**src/rtl/prop_lattice.sv**
```systemverilog
module prop_lattice #(
  parameter int NUM_VEC   = 8,
  parameter int NUM_EQ    = 3,
  parameter int NUM_TUP   = 7,
  parameter int NUM_GUESS = 1,
  parameter int STEP_W    = 8,
  parameter logic [NUM_TUP*NUM_VEC-1:0]   TUP_A   = 56'h04_02_01_10_08_04_03,
  parameter logic [NUM_TUP*NUM_VEC-1:0]   TUP_B   = 56'h40_80_20_A0_40_10_08,
  parameter logic [NUM_EQ*NUM_VEC-1:0]    EQ_MEMB = 24'hE0_18_07,
  parameter logic [NUM_GUESS*NUM_VEC-1:0] G_ONE   = 8'h08,
  parameter logic [NUM_GUESS*NUM_VEC-1:0] G_ZERO  = 8'h10,
  localparam int SW_W = $clog2(2*NUM_TUP*NUM_VEC + NUM_GUESS*NUM_VEC + 2)
) (
  input  logic                 clk,
  input  logic                 rst_n,
  input  logic                 clear,
  input  logic                 run,
  input  logic [NUM_GUESS-1:0] guess_en,
  input  logic [NUM_GUESS-1:0] guess_val,
  output logic [NUM_VEC-1:0]   marked,
  output logic                 inconsistent,
  output logic                 settled,
  output logic [STEP_W-1:0]    steps,
  output logic [SW_W-1:0]      switch_count
);

  function automatic int count_switches();
    int n;
    n = 0;
    for (int i = 0; i < NUM_TUP*NUM_VEC; i++)
      n += 2 * (int'(TUP_A[i]) + int'(TUP_B[i]));
    for (int i = 0; i < NUM_GUESS*NUM_VEC; i++)
      n += int'(G_ONE[i] | G_ZERO[i]);
    return n;
  endfunction

  localparam int SWITCHES = count_switches();

  logic [NUM_VEC-1:0] h_q, h_d, tup_drv, g_drv;
  logic [NUM_TUP-1:0] vab_q, vab_d, vba_q, vba_d;
  logic [NUM_TUP-1:0][NUM_VEC-1:0] tdrv;
  logic [NUM_EQ-1:0] eq_full;
  logic changed;

  for (genvar t = 0; t < NUM_TUP; t++) begin : g_tup
    localparam logic [NUM_VEC-1:0] AM = TUP_A[t*NUM_VEC +: NUM_VEC];
    localparam logic [NUM_VEC-1:0] BM = TUP_B[t*NUM_VEC +: NUM_VEC];
    assign vab_d[t] = vab_q[t] | (run & ((h_q & AM) == AM));
    assign vba_d[t] = vba_q[t] | (run & ((h_q & BM) == BM));
    assign tdrv[t]  = ({NUM_VEC{vab_q[t]}} & BM) | ({NUM_VEC{vba_q[t]}} & AM);
  end

  for (genvar e = 0; e < NUM_EQ; e++) begin : g_eq
    localparam logic [NUM_VEC-1:0] EM = EQ_MEMB[e*NUM_VEC +: NUM_VEC];
    assign eq_full[e] = (EM != '0) && ((h_q & EM) == EM);
  end

  always_comb begin
    tup_drv = '0;
    for (int t = 0; t < NUM_TUP; t++) tup_drv |= tdrv[t];
    g_drv = '0;
    for (int g = 0; g < NUM_GUESS; g++)
      if (guess_en[g])
        g_drv |= guess_val[g] ? G_ZERO[g*NUM_VEC +: NUM_VEC] : G_ONE[g*NUM_VEC +: NUM_VEC];
  end

  assign h_d     = h_q | (run ? (tup_drv | g_drv) : '0);
  assign changed = (h_d != h_q) || (vab_d != vab_q) || (vba_d != vba_q);

  always_ff @(posedge clk or negedge rst_n) begin
    if (!rst_n) begin
      h_q <= '0; vab_q <= '0; vba_q <= '0; settled <= 1'b0; steps <= '0;
    end else if (clear) begin
      h_q <= '0; vab_q <= '0; vba_q <= '0; settled <= 1'b0; steps <= '0;
    end else begin
      h_q     <= h_d;
      vab_q   <= vab_d;
      vba_q   <= vba_d;
      settled <= run & ~changed;
      if (changed && (steps != '1)) steps <= steps + STEP_W'(1);
    end
  end

  assign marked       = h_q;
  assign inconsistent = |eq_full;
  assign switch_count = SW_W'(SWITCHES);

  a_r1_clear_zeroes: assert property (@(posedge clk) disable iff (!rst_n)
    clear |=> (marked == '0 && steps == '0 && !settled && vab_q == '0 && vba_q == '0));

  a_r6_monotone: assert property (@(posedge clk) disable iff (!rst_n)
    !clear |=> (((marked & $past(marked)) == $past(marked)) &&
                ((vab_q & $past(vab_q)) == $past(vab_q)) &&
                ((vba_q & $past(vba_q)) == $past(vba_q))));

  a_r6_idle_hold: assert property (@(posedge clk) disable iff (!rst_n)
    (!run && !clear) |=> ($stable(marked) && $stable(vab_q) && $stable(vba_q) && $stable(steps)));

  a_r7_rise_needs_run: assert property (@(posedge clk) disable iff (!rst_n)
    $rose(inconsistent) |-> $past(run));

  a_r8_settled_quiet: assert property (@(posedge clk) disable iff (!rst_n)
    settled |-> $stable(marked));

  a_r9_steps_grow: assert property (@(posedge clk) disable iff (!rst_n)
    !clear |=> (steps >= $past(steps)));

endmodule

```
**config.mk**
```make
export PLATFORM = sky130hd
export DESIGN_NAME = prop_lattice
export DESIGN_NICKNAME = d
export VERILOG_FILES = /design/src/rtl/prop_lattice.sv
export SDC_FILE = /design/constraint.sdc
export NUM_CORES = 1
export LEC_CHECK = 0
export BUFFER_PORTS_ARGS = -buffer_cell sky130_fd_sc_hd__buf_2
export CORE_UTILIZATION = 53
export DETAILED_ROUTE_END_ITERATION = 8
export GPL_TIMING_DRIVEN = 0
export PLACE_DENSITY = 0.8
export SYNTH_ARGS = -nofsm -noshare
export SYNTH_HDL_FRONTEND = slang
export SYNTH_SLANG_ARGS = --single-unit
```
**constraint.sdc**
```tcl
create_clock -name clk -period 4.6 [get_ports clk]
set_clock_uncertainty 0.2 [all_clocks]
set_input_delay 1.15 -clock clk [delete_from_list [all_inputs] [get_ports clk]]
set_output_delay 1.15 -clock clk [all_outputs]
set_load 0.02 [all_outputs]
```
==> summary.md, run 1 <==
| Metric | Value |
|---|---|
| Syn_area_per_cell | around 9.6 um^2 |
| Sw Pwr | 179 uW |
| Final HPWL DP | around 2.3 mm |
| # setup viols final | 0 |
| Destination of the critical timing path | steps[4] |
| Setup TNS Final | 0 ns |
| Power Dens Cells | 333 nW/um^2 |
| CP Launch Point | run |
| Diodes inserted | 0 |
| RSZ-0062 raised after global routing | no |
| CP Launch Type | input port |
| Post-Place Worst Slack | roughly 1.5 ns |
| DR vias/cell | ~5.6 |
| Power Internal | between 400 and 500 uW |
| Total gr overflow | 0 |
| Core footprint | roughly 2800 um^2 |
| Die area | between 3000 and 4000 um^2 |
| Yosys top cell area share | 0.492 |
| Synth area leader | dfrtp_1 |
| Synth Cell Area | 1580 um^2 |
| Slowest stage delay, CP | between 0.3 and 0.4 ns |
| Crit path top cell by count | buf_2 |
| LEAKAGE | a little over 0.9 nW |
| DRT Pass-1 Iters | 4 |
| Worst reg-to-reg path cell count | 6 |
| Post-CTS setup buffer count | 0 |
| CTS max path bufs | 2 |
| Gpl congestion | between 0.8 and 0.9 |
| Gate Count Post-Synth | between 150 and 200 |
| Share of power burned in registers | 0.508 |
| Power Total | between 600 and 700 uW |
| Post-CTS Resized | 0 |
| Num CTS Buffers | 5 |
| Met2 usage | 0.385 |
| Area growth, synth to finish | 14.7% |
| Fmax | 0.359 GHz |
| CP Max Fanout | 10 |
| Fin worst setup slack | 1.82 ns |
| DRT iter0 DRCs | 102 |
| H-tree depth | 2 |
| Met3 Resource Use GR | 0.0530 |
| Worst r2r src | marked[0] |
| Crit end category | flip-flop |
| Row cnt | 19 |
| First-pass GRT wire length | about 5.6 mm |
| Die H | approximately 57 um |
| DRT Wirelength | ~3.3 mm |
| Seq/Total Area, Yosys | 0.492 |
| Clk pwr share | 0.298 |
| Via count | about 1300 |
| Quantity of hold-fixing buffers added after cts | 0 |
| Flop-to-flop setup slack | 2.29 ns |
| Clk_lat worst skew | around 0.34 ns |
| Buffers on Ports | 21 |
| Max rail drop VDD | between 0.2 and 0.3 mV |
| Chip width | around 57 um |
| Initial Util | 0.566 |
| Netlist cell types | 45 |
| Switching share of power | 0.298 |
| CP required | roughly 4.6 ns |
| Final Slew Violations | 0 |
| Crit path time final | around 2.8 ns |
| CTS tree | yes |
| #FFs+latches synth | 31 |
| Fraction of layout cells with a size suffix above 1 | 0.222 |
| RR Endpoint | steps[5] |
| Most Crowded Layer GR | met2 |
| # IOs | 31 |
| Initial antenna violation count | 0 |
| Met1 usage | 0.276 |
| Top FF cell, synth | dfrtp_1 |
| Sequence of cells on the critical path | buf_2 > buf_2 > o31ai_1 > o22a_1 > a31oi_4 > nor2b_4 > mux2_4 |
| Area contributors post-synth | dfrtp_1 (49%), a21oi_1 (7.3%), nor2_1 (6.0%) |
| DRC Markers | 0 |
| Fin nets | between 200 and 250 |
| Synth warn | 0 |
| Normalized max-slew margin | 0.550 |
| Worst min-delay path class | reg2reg |
| Hold Vio Cnt, Final | 0 |
| Vias in the first global route | 1255 |
| Number of synthesized flops with an enable pin | 0 |
| Detail Route Antenna Nets | 0 |
| Max Cap Violations | 0 |
| Fraction of registers with async set/reset | 1.00 |
| Total Routing Usage GR | 0.233 |
| Status | completed |
| Most frequent cell after synthesis | dfrtp_1 |
| Setup Crit Path Kind | in2reg |
| Final hold slack | between 0.3 and 0.4 ns |
| CP max-delay cell | a31oi_4 |
| Clock Sinks | 31 |
| Largest net degree at the start of global routing | 32 |
| CP arrival | approximately 2.8 ns |
| Worst-Margin Slew | about 0.68 ns |
| Clock transition at the registers of the reported paths | around 0.09 ns |
| Combinational group share of total power | 0.194 |
| Commonest cells in the netlist | dfrtp_1 (31), nor2_1 (25), a21oi_1 (23) |
| WL/cell | ~14 um |
| Period utilisation layout | 0.605 |
| Clock Tree Root | clkbuf_4 |
stage by stage:
stage | std cells | util | instance area (um^2)
final | 229 | 0.650 | 1810
after global routing | 229 | 0.650 | 1810
after CTS | 229 | 0.650 | 1810
after detailed placement | 221 | 0.625 | 1740
after global placement | 221 | 0.625 | 1740
after floorplan | 169 | - | 1590
how the worst min path moves through the flow:
stage	from	end	slack (ns)	depth (start not counted)
detailed placement	vba_q[2]	vba_q[2]	0.32	2
finish	vba_q[2]	vba_q[2]	0.33	2
global placement	vba_q[2]	vba_q[2]	0.31	2
CTS	vba_q[2]	vba_q[2]	0.34	2
global route	vab_q[0]	vab_q[0]	0.37	2
floorplan	vab_q[2]	vab_q[2]	0.27	2
worst max-delay path: cells and delay by family:
kind	cells	cell delay [ns]
AOI/OAI and AO/OA	3	0.73
buffers and inverters	2	0.41
muxes	1	0.30
and+or+nand+nor	1	0.22
layout make-up:
cell class	instances	area, um^2
plain buffers	14	81.3
clock buffers	8	68.8
fillers	256	975
inverters	8	30.0
multi-input cells	116	707
flip-flops and latches	31	776
well taps	31	38.8
repair buffers	21	105
per-layer routing:
metal / up-vias / wire (um)
met2: 33 / 1680
met5: - / 0
met3: 8 / 136
met4: 0 / 71
li1: 626 / -
met1: 616 / 1410
kinds of logic (layout without fill, tap and decap cells):
| family | Yosys count | after routing | synth area share |
|---|---|---|---|
| other cells | 2 | 7 | 0.00477 |
| compound gates | 50 | 50 | 0.213 |
| flops | 31 | 31 | 0.492 |
| simple gates | 54 | 54 | 0.183 |
| buf+inv | 22 | 51 | 0.0707 |
| fa+ha+maj | 1 | 1 | 0.00794 |
| mux | 3 | 3 | 0.0230 |
| xor+xnor | 1 | 1 | 0.00556 |
power by group through the flow:
stage	sequential, mW	clock (mW)	combinational, mW
5_1_grt	0.309	0.193	0.129
6_report	0.306	0.179	0.117
2_1_floorplan	0.321	0	0.0732
3_5_place_dp	0.311	0	0.117
4_1_cts	0.306	0.183	0.118
3_3_place_gp	0.310	0	0.114
state kept, by name, summed over array words and instances, names as in the netlist:
name	count
vba_q	7
steps	8
vab_q	7
settled	1
marked	8
layout by cell type, fill, tap and decap left out, drive strengths merged, types with 2 or more instances in the layout:
cell and count:
o21ai 7, a21oi 23, o22ai 2, a31oi 3, o21ba 2, nand2 6, and3 3, mux2 2
conb 7, nor2b 5, nand3 5, buf 31, nand2b 3, nor2 25, a21boi 2, a31o 2
inv 8, clkbuf 12, dfrtp 31
No activity file was read; power rests on OpenSTA's default activity.
==> run 2, diff against run 1 <==
ABC_AREA = 1   (was not set)
CORE_UTILIZATION = 49   (was 53)
PLACE_DENSITY = 0.78   (was 0.8)
clock period = 2.45 ns   (was 4.6 ns; I/O delays follow)
==> summary.md, run 2 <==
| Metric | Value |
|---|---|
| Status | completed (unchanged) |
| Via count | 1481 (was 1283) |
| Initial antenna violation count | 0 (unchanged) |
| Syn_area_per_cell | 7.85 um^2 (was 9.61 um^2) |
| Total gr overflow | 0 (unchanged) |
| CP Launch Point | marked[4] (was run) |
| Fin nets | 255 (was 204) |
| CP Launch Type | flip-flop (was input port) |
| Crit. path cell count | 3 (was 7) |
| CP Max Fanout | 5 (was 10) |
| Number of synthesized flops with an enable pin | 0 (unchanged) |
| Clock transition at the registers of the reported paths | 0.10 ns (was 0.09 ns) |
| Final Slew Violations | 0 (unchanged) |
| Crit path time final | 2.10 ns |
| Fmax | 0.477 GHz |
| Initial Util | 0.531 (was 0.566) |
| Chip width | 60.4 um (was 56.5 um) |
| # IOs | 31 (unchanged) |
| Slowest stage delay, CP | 0.44 ns (was 0.32 ns) |
| Clk_lat worst skew | 0.34 ns (about the same) |
| Worst r2r src | steps[0] (was marked[0]) |
| Diodes inserted | 0 (unchanged) |
| Destination of the critical timing path | inconsistent (was steps[4]) |
| Commonest cells in the netlist | nand2_1 (41), inv_1 (36), dfrtp_1 (31) (was dfrtp_1 (31), nor2_1 (25), a21oi_1 (23)) |
| RR Endpoint | steps[0] (was steps[5]) |
| LEAKAGE | 1.09 nW (was 0.908 nW) |
| Util after Layout | 0.618 (was 0.650) |
| Power Total | 1.20 mW (was 602 uW) |
| Flop-to-flop setup slack | 0.61 ns (was 2.29 ns) |
| Hold Vio Cnt, Final | 0 (unchanged) |
| Row cnt | 20 (was 19) |
| Buffers on Ports | 23 (was 21) |
| Area growth, synth to finish | 16.5% (was 14.7%) |
| DRC Markers | 0 (unchanged) |
| Largest net degree at the start of global routing | 32 (unchanged) |
| Die H | 60.4 um (was 56.5 um) |
| Post-CTS setup buffer count | 0 (unchanged) |
| Num CTS Buffers | 5 (unchanged) |
| CP max-delay cell | dfrtp_1 (was a31oi_4) |
| Core footprint | 3150 um^2 (was 2780 um^2) |
| Sequence of cells on the critical path | inv_1 > o211ai_1 > buf_2 (was buf_2 > buf_2 > o31ai_1 > o22a_1 > a31oi_4 > nor2b_4 > mux2_4) |
| Synth area leader | dfrtp_1 (unchanged) |
| Setup Crit Path Kind | reg2out (was in2reg) |
| Seq/Total Area, Yosys | 0.464 (was 0.492) |
| Worst Path Buf+Inv | 2 (unchanged) |
| Quantity of hold-fixing buffers added after cts | 0 (unchanged) |
| Area contributors post-synth | dfrtp_1 (46%), nand2_1 (9.2%), nand3_1 (9.0%) (was dfrtp_1 (49%), a21oi_1 (7.3%), nor2_1 (6.0%)) |
| Max rail drop VDD | 0.406 mV (was 0.288 mV) |
| DRT Wirelength | 3.55 mm (was 3.29 mm) |
| Detail Route Antenna Nets | 0 (unchanged) |
| # setup viols final | 0 (unchanged) |
| Cell family with most CP delay | flip-flops (was compound AO/OA/AOI/OAI gates) |
| Normalized max-slew margin | 0.551 (was 0.550) |
| Commonest non-fill, non-tap cell in the layout | nand2_1 (was dfrtp_1) |
| Clock Tree Root | clkbuf_4 (unchanged) |
| Worst-Margin Slew | 0.673 ns (was 0.675 ns) |
| CTS tree | yes (unchanged) |
| CP required | 1.64 ns (was 4.63 ns) |
| Most frequent cells in the layout | nand2_1 (41), inv_1 (36), dfrtp_1 (31) (was dfrtp_1 (31), nor2_1 (25), buf_2 (23), a21oi_1 (23), inv_1 (8)) |
| RSZ-0062 raised after global routing | no (unchanged) |
| First-pass GRT wire length | 5.80 mm (was 5.59 mm) |
| H-tree depth | 2 (unchanged) |
| Power Dens Cells | 617 nW/um^2 (was 333 nW/um^2) |
| Crit end category | primary output (was flip-flop) |
| WL/cell | 12.1 um (was 14.4 um) |
| Synth warn | 0 (unchanged) |
| Max Cap Violations | 0 (unchanged) |
| Worst min-delay path class | in2async (was reg2reg) |
| Yosys top cell area share | 0.464 (was 0.492) |
| Gate Count Post-Synth | 213 (was 164) |
| Fraction of layout cells with a size suffix above 1 | 0.189 (was 0.222) |
| Gpl congestion | 0.834 (was 0.892) |
| Final HPWL DP | 2.64 mm (was 2.33 mm) |
| CTS max path bufs | 2 (unchanged) |
| Top FF cell, synth | dfrtp_1 (unchanged) |
| CP arrival | 1.28 ns (was 2.82 ns) |
| #FFs+latches synth | 31 (unchanged) |
| Setup TNS Final | 0 ns (unchanged) |
| Netlist cell types | 25 (was 45) |
| Vias in the first global route | 1268 (was 1255) |
| Die area | 3650 um^2 (was 3190 um^2) |
| Clock Sinks | 31 (unchanged) |
| Most frequent cell after synthesis | nand2_1 (was dfrtp_1) |
| Total Routing Usage GR | 0.223 (was 0.233) |
| DRT Pass-1 Iters | 4 (unchanged) |
| Fraction of registers with async set/reset | 1.00 (unchanged) |
| DRT iter0 DRCs | 70 (was 102) |
| Synth Cell Area | 1670 um^2 (was 1580 um^2) |
| Period utilisation layout | 0.856 |
| Post-CTS Resized | 0 (unchanged) |
| Worst reg-to-reg path cell count | 7 (was 6) |
| DR vias/cell | 5.05 (was 5.60) |
run 2: stage by stage:
step | setup slack (ns) | instances | hold slack (ns) | cell area [um^2]
global placement | 0.413 | 285 | 0.327 | 1860
detailed placement | 0.332 | 285 | 0.333 | 1860
global route | 0.289 | 293 | 0.138 | 1950
CTS | 0.346 | 293 | 0.113 | 1950
floorplan | 0.654 | 218 | 0.117 | 1690
finish | 0.354 | 293 | 0.0993 | 1950
run 2: report_power, final:
group,total (mW),leakage (nW),switching (mW),internal (mW)
registers,0.564,0.428,0.0271,0.537
logic,0.218,0.610,0.149,0.0688
clock network,0.420,0.0482,0.179,0.241
total,1.20,1.09,0.355,0.847
run 2: cell families after synthesis:
group,synth area share
AND/OR/NAND/NOR,0.281
buffers and inverters,0.131
flip-flops,0.464
AO/OA/AOI/OAI,0.0808
XOR/XNOR,0.0314
other,0.00449
adder cells (fa/ha/maj),0.00748
run 2: final cells by class:
| class | count | area (um^2) |
|---|---|---|
| multi-input combinational | 138 | 697 |
| timing repair buffer | 23 | 115 |
| clock inverter | 2 | 35.0 |
| clock buffer | 6 | 51.3 |
| buffer | 13 | 83.8 |
| sequential | 31 | 776 |
| tap | 44 | 55.1 |
| inverter | 36 | 135 |
| fill | 311 | 1200 |
run 2: layer usage:
| metal | global-route usage | part of all wire | vias to the layer above |
|---|---|---|---|
| met2 | 0.350 | 0.47 | 48 |
| met1 | 0.302 | 0.46 | 686 |
| met3 | 0.0576 | 0.058 | 9 |
| met4 | 0.0779 | 0.017 | 0 |
| met5 | 0 | 0 | - |
| li1 | - | - | 738 |
run 2: worst min path at each step:
| stage | startpoint | endpoint | cells after the start |
|---|---|---|---|
| final | rst_n | vba_q[1] | 1 |
| after CTS | rst_n | vba_q[1] | 1 |
| after global routing | rst_n | marked[4] | 1 |
| after detailed placement | vba_q[2] | vba_q[2] | 2 |
| after global placement | vba_q[4] | vba_q[4] | 2 |
| after floorplan | rst_n | marked[0] | 0 |
==> run 3, diff against run 2 <==
BUFFER_PORTS_ARGS = not set   (was -buffer_cell sky130_fd_sc_hd__buf_2)
CORE_UTILIZATION = 53   (was 49)
DONT_BUFFER_PORTS = 1   (was not set)
PLACE_DENSITY = 0.74   (was 0.78)
==> summary.md, run 3 (same netlist as run 2, synthesis figures left out) <==
| Metric | Value |
|---|---|
| Status | completed (unchanged) |
| Crit path time final | 2.26 ns (was 2.10 ns) |
| Area growth, synth to finish | 9.20% (was 16.5%) |
| DRT iter0 DRCs | 39 (was 70) |
| RSZ-0062 raised after global routing | no (unchanged) |
| Commonest non-fill, non-tap cell in the layout | nand2_1 (unchanged) |
| First-pass GRT wire length | 5.55 mm (was 5.80 mm) |
| Clock Sinks | 31 (unchanged) |
| Worst r2r src | steps[0] (unchanged) |
| Row cnt | 20 (unchanged) |
| Share of power burned in registers | 0.569 (was 0.469) |
| DRC Markers | 0 (unchanged) |
| Register Area | 776 um^2 (unchanged) |
| Cell family with most CP delay | flip-flops (unchanged) |
| Most frequent cells in the layout | nand2_1 (41), inv_1 (36), dfrtp_1 (31) (unchanged) |
| Core footprint | 3030 um^2 (was 3150 um^2) |
| Fraction of layout cells with a size suffix above 1 | 0.101 (was 0.189) |
| Fin nets | 234 (was 255) |
| Crit end category | primary output (unchanged) |
| CP Launch Type | flip-flop (unchanged) |
| Sw Pwr | 332 uW (was 355 uW) |
| LEAKAGE | 0.963 nW (was 1.09 nW) |
| Initial Util | 0.552 (was 0.531) |
| # setup viols final | 0 (unchanged) |
| Hold Vio Cnt, Final | 0 (unchanged) |
| Clk pwr share | 0.266 (was 0.349) |
| Die area | 3380 um^2 (was 3650 um^2) |
| CP required | 1.64 ns (about the same) |
| Gpl congestion | 0.887 (was 0.834) |
| Final Slew Violations | 0 (unchanged) |
| Chip width | 58.2 um (was 60.4 um) |
| DRT Pass-1 Iters | 5 (was 4) |
| Power Dens Cells | 568 nW/um^2 (was 617 nW/um^2) |
| Worst min-delay path class | in2reg (was in2async) |
| Vias in the first global route | 1211 (was 1268) |
| Multi-input logic area | 697 um^2 (unchanged) |
| Slowest stage delay, CP | 0.55 ns (was 0.44 ns) |
| Final Non-Filler Cells | 272 (was 293) |
| Post-CTS setup buffer count | 0 (unchanged) |
| Final HPWL DP | 2.46 mm (was 2.64 mm) |
| Initial antenna violation count | 0 (unchanged) |
| Num CTS Buffers | 5 (unchanged) |
| Worst Path Buf+Inv | 1 (was 2) |
| Max rail drop VDD | 0.391 mV (was 0.406 mV) |
| Via count | 1408 (was 1481) |
| CTS tree | yes (unchanged) |
| Detail Route Antenna Nets | 0 (unchanged) |
| Switching share of power | 0.320 (was 0.295) |
| DR vias/cell | 5.18 (was 5.05) |
| Worst Hold Launch | clear |
| Die H | 58.2 um (was 60.4 um) |
| # IOs | 31 (unchanged) |
| Setup Crit Path Kind | reg2out (unchanged) |
| H-tree depth | 2 (unchanged) |
| Power Internal | 705 uW (was 847 uW) |
| DRT Wirelength | 3.41 mm (was 3.55 mm) |
| Clock Tree Root | clkbuf_4 (unchanged) |
| Fmax | 0.442 GHz (was 0.477 GHz) |
| Buffers on Ports | 0 (was 23) |
| Setup TNS Final | 0 ns (unchanged) |
| Final hold slack | 0.135 ns (was 0.0993 ns) |
| CP Max Fanout | 5 (unchanged) |
| Sequence of cells on the critical path | inv_1 > o211ai_1 (was inv_1 > o211ai_1 > buf_2) |
| Combinational group share of total power | 0.165 (was 0.181) |
| CP arrival | 1.45 ns (was 1.28 ns) |
| CTS max path bufs | 2 (unchanged) |
| Max Cap Violations | 0 (unchanged) |
| Diodes inserted | 0 (unchanged) |
| CP max-delay cell | dfrtp_1 (unchanged) |
| WL/cell | 12.5 um (was 12.1 um) |
| Period utilisation layout | 0.923 (was 0.856) |
| Clock transition at the registers of the reported paths | 0.08 ns (was 0.10 ns) |
| Placed Cells | 262 (was 285) |
| Total gr overflow | 0 (unchanged) |
| Total Routing Usage GR | 0.225 (was 0.223) |
| Fill count | 270 (was 311) |
| Largest net degree at the start of global routing | 32 (unchanged) |
| Clk_lat worst skew | 0.33 ns (was 0.34 ns) |
| CP Launch Point | marked[4] (unchanged) |
run 3: changes by cell type in the layout (fill, tap and decap cells not counted), sizes merged:
cell / before / now
dlygate4sd3: 0 / 1
buf: 33 / 11
bufinv: 1 / 0
clkbuf: 9 / 10
run 3: layout make-up:
cell class | instances | share of cell area
sequential | 31 | 0.425
multi-input combinational | 138 | 0.382
inverter | 36 | 0.0740
buffer | 13 | 0.0459
tap | 44 | 0.0301
clock buffer | 7 | 0.0247
timing repair buffer | 2 | 0.0164
clock inverter | 1 | 0.00274
run 3: final timing paths:
kind                                end  slack (ns)  cells past startpoint
setup / recovery           inconsistent        0.19                      2
hold / removal                 vab_q[6]        0.14                      1
setup reg to reg               steps[5]        0.47                      7
hold reg to reg                vba_q[6]        0.34                      2
max in group asynchronous      vab_q[2]        1.36                      2
min in group asynchronous      vba_q[4]        0.52                      2
run 3: metrics by stage:
step	area, um^2	power (mW)	util	setup WS (ns)
floorplan	1690	0.722	-	0.654
global placement	1750	0.755	0.577	0.513
detailed placement	1750	0.757	0.577	0.508
CTS	1830	1.05	0.603	0.161
global route	1830	1.11	0.603	0.0912
finish	1830	1.04	0.603	0.189
run 3: timing repair:
item                                   CTS  global route
gates resized for setup                  0             0
endpoints found under the hold margin   31             0
setup endpoints to repair                0             0
hold buffers                             2             0
run 3: worst reg2reg max path: stages, from the launching register on:
cell	delay, ns
dfrtp_1	0.53
ha_1	0.24
nand3_1	0.12
nor2_1	0.17
nand4_2	0.27
nand2_4	0.23
nand3_1	0.08
nand2_1	0.08
run 3: per-layer routing:
metal	vias up	routed length, um	GRT usage
li1	694	-	-
met1	657	1510	0.281
met2	51	1630	0.343
met3	6	220	0.0938
met4	0	51	0.0952
met5	-	0	0
run 3: power by group through the flow:
stage	Sequential (mW)	Clock (mW)	Combinational, mW
final	0.590	0.276	0.171
after global routing	0.595	0.319	0.193
after CTS	0.590	0.289	0.172
after detailed placement	0.601	0	0.156
after global placement	0.600	0	0.155
after floorplan	0.593	0	0.130
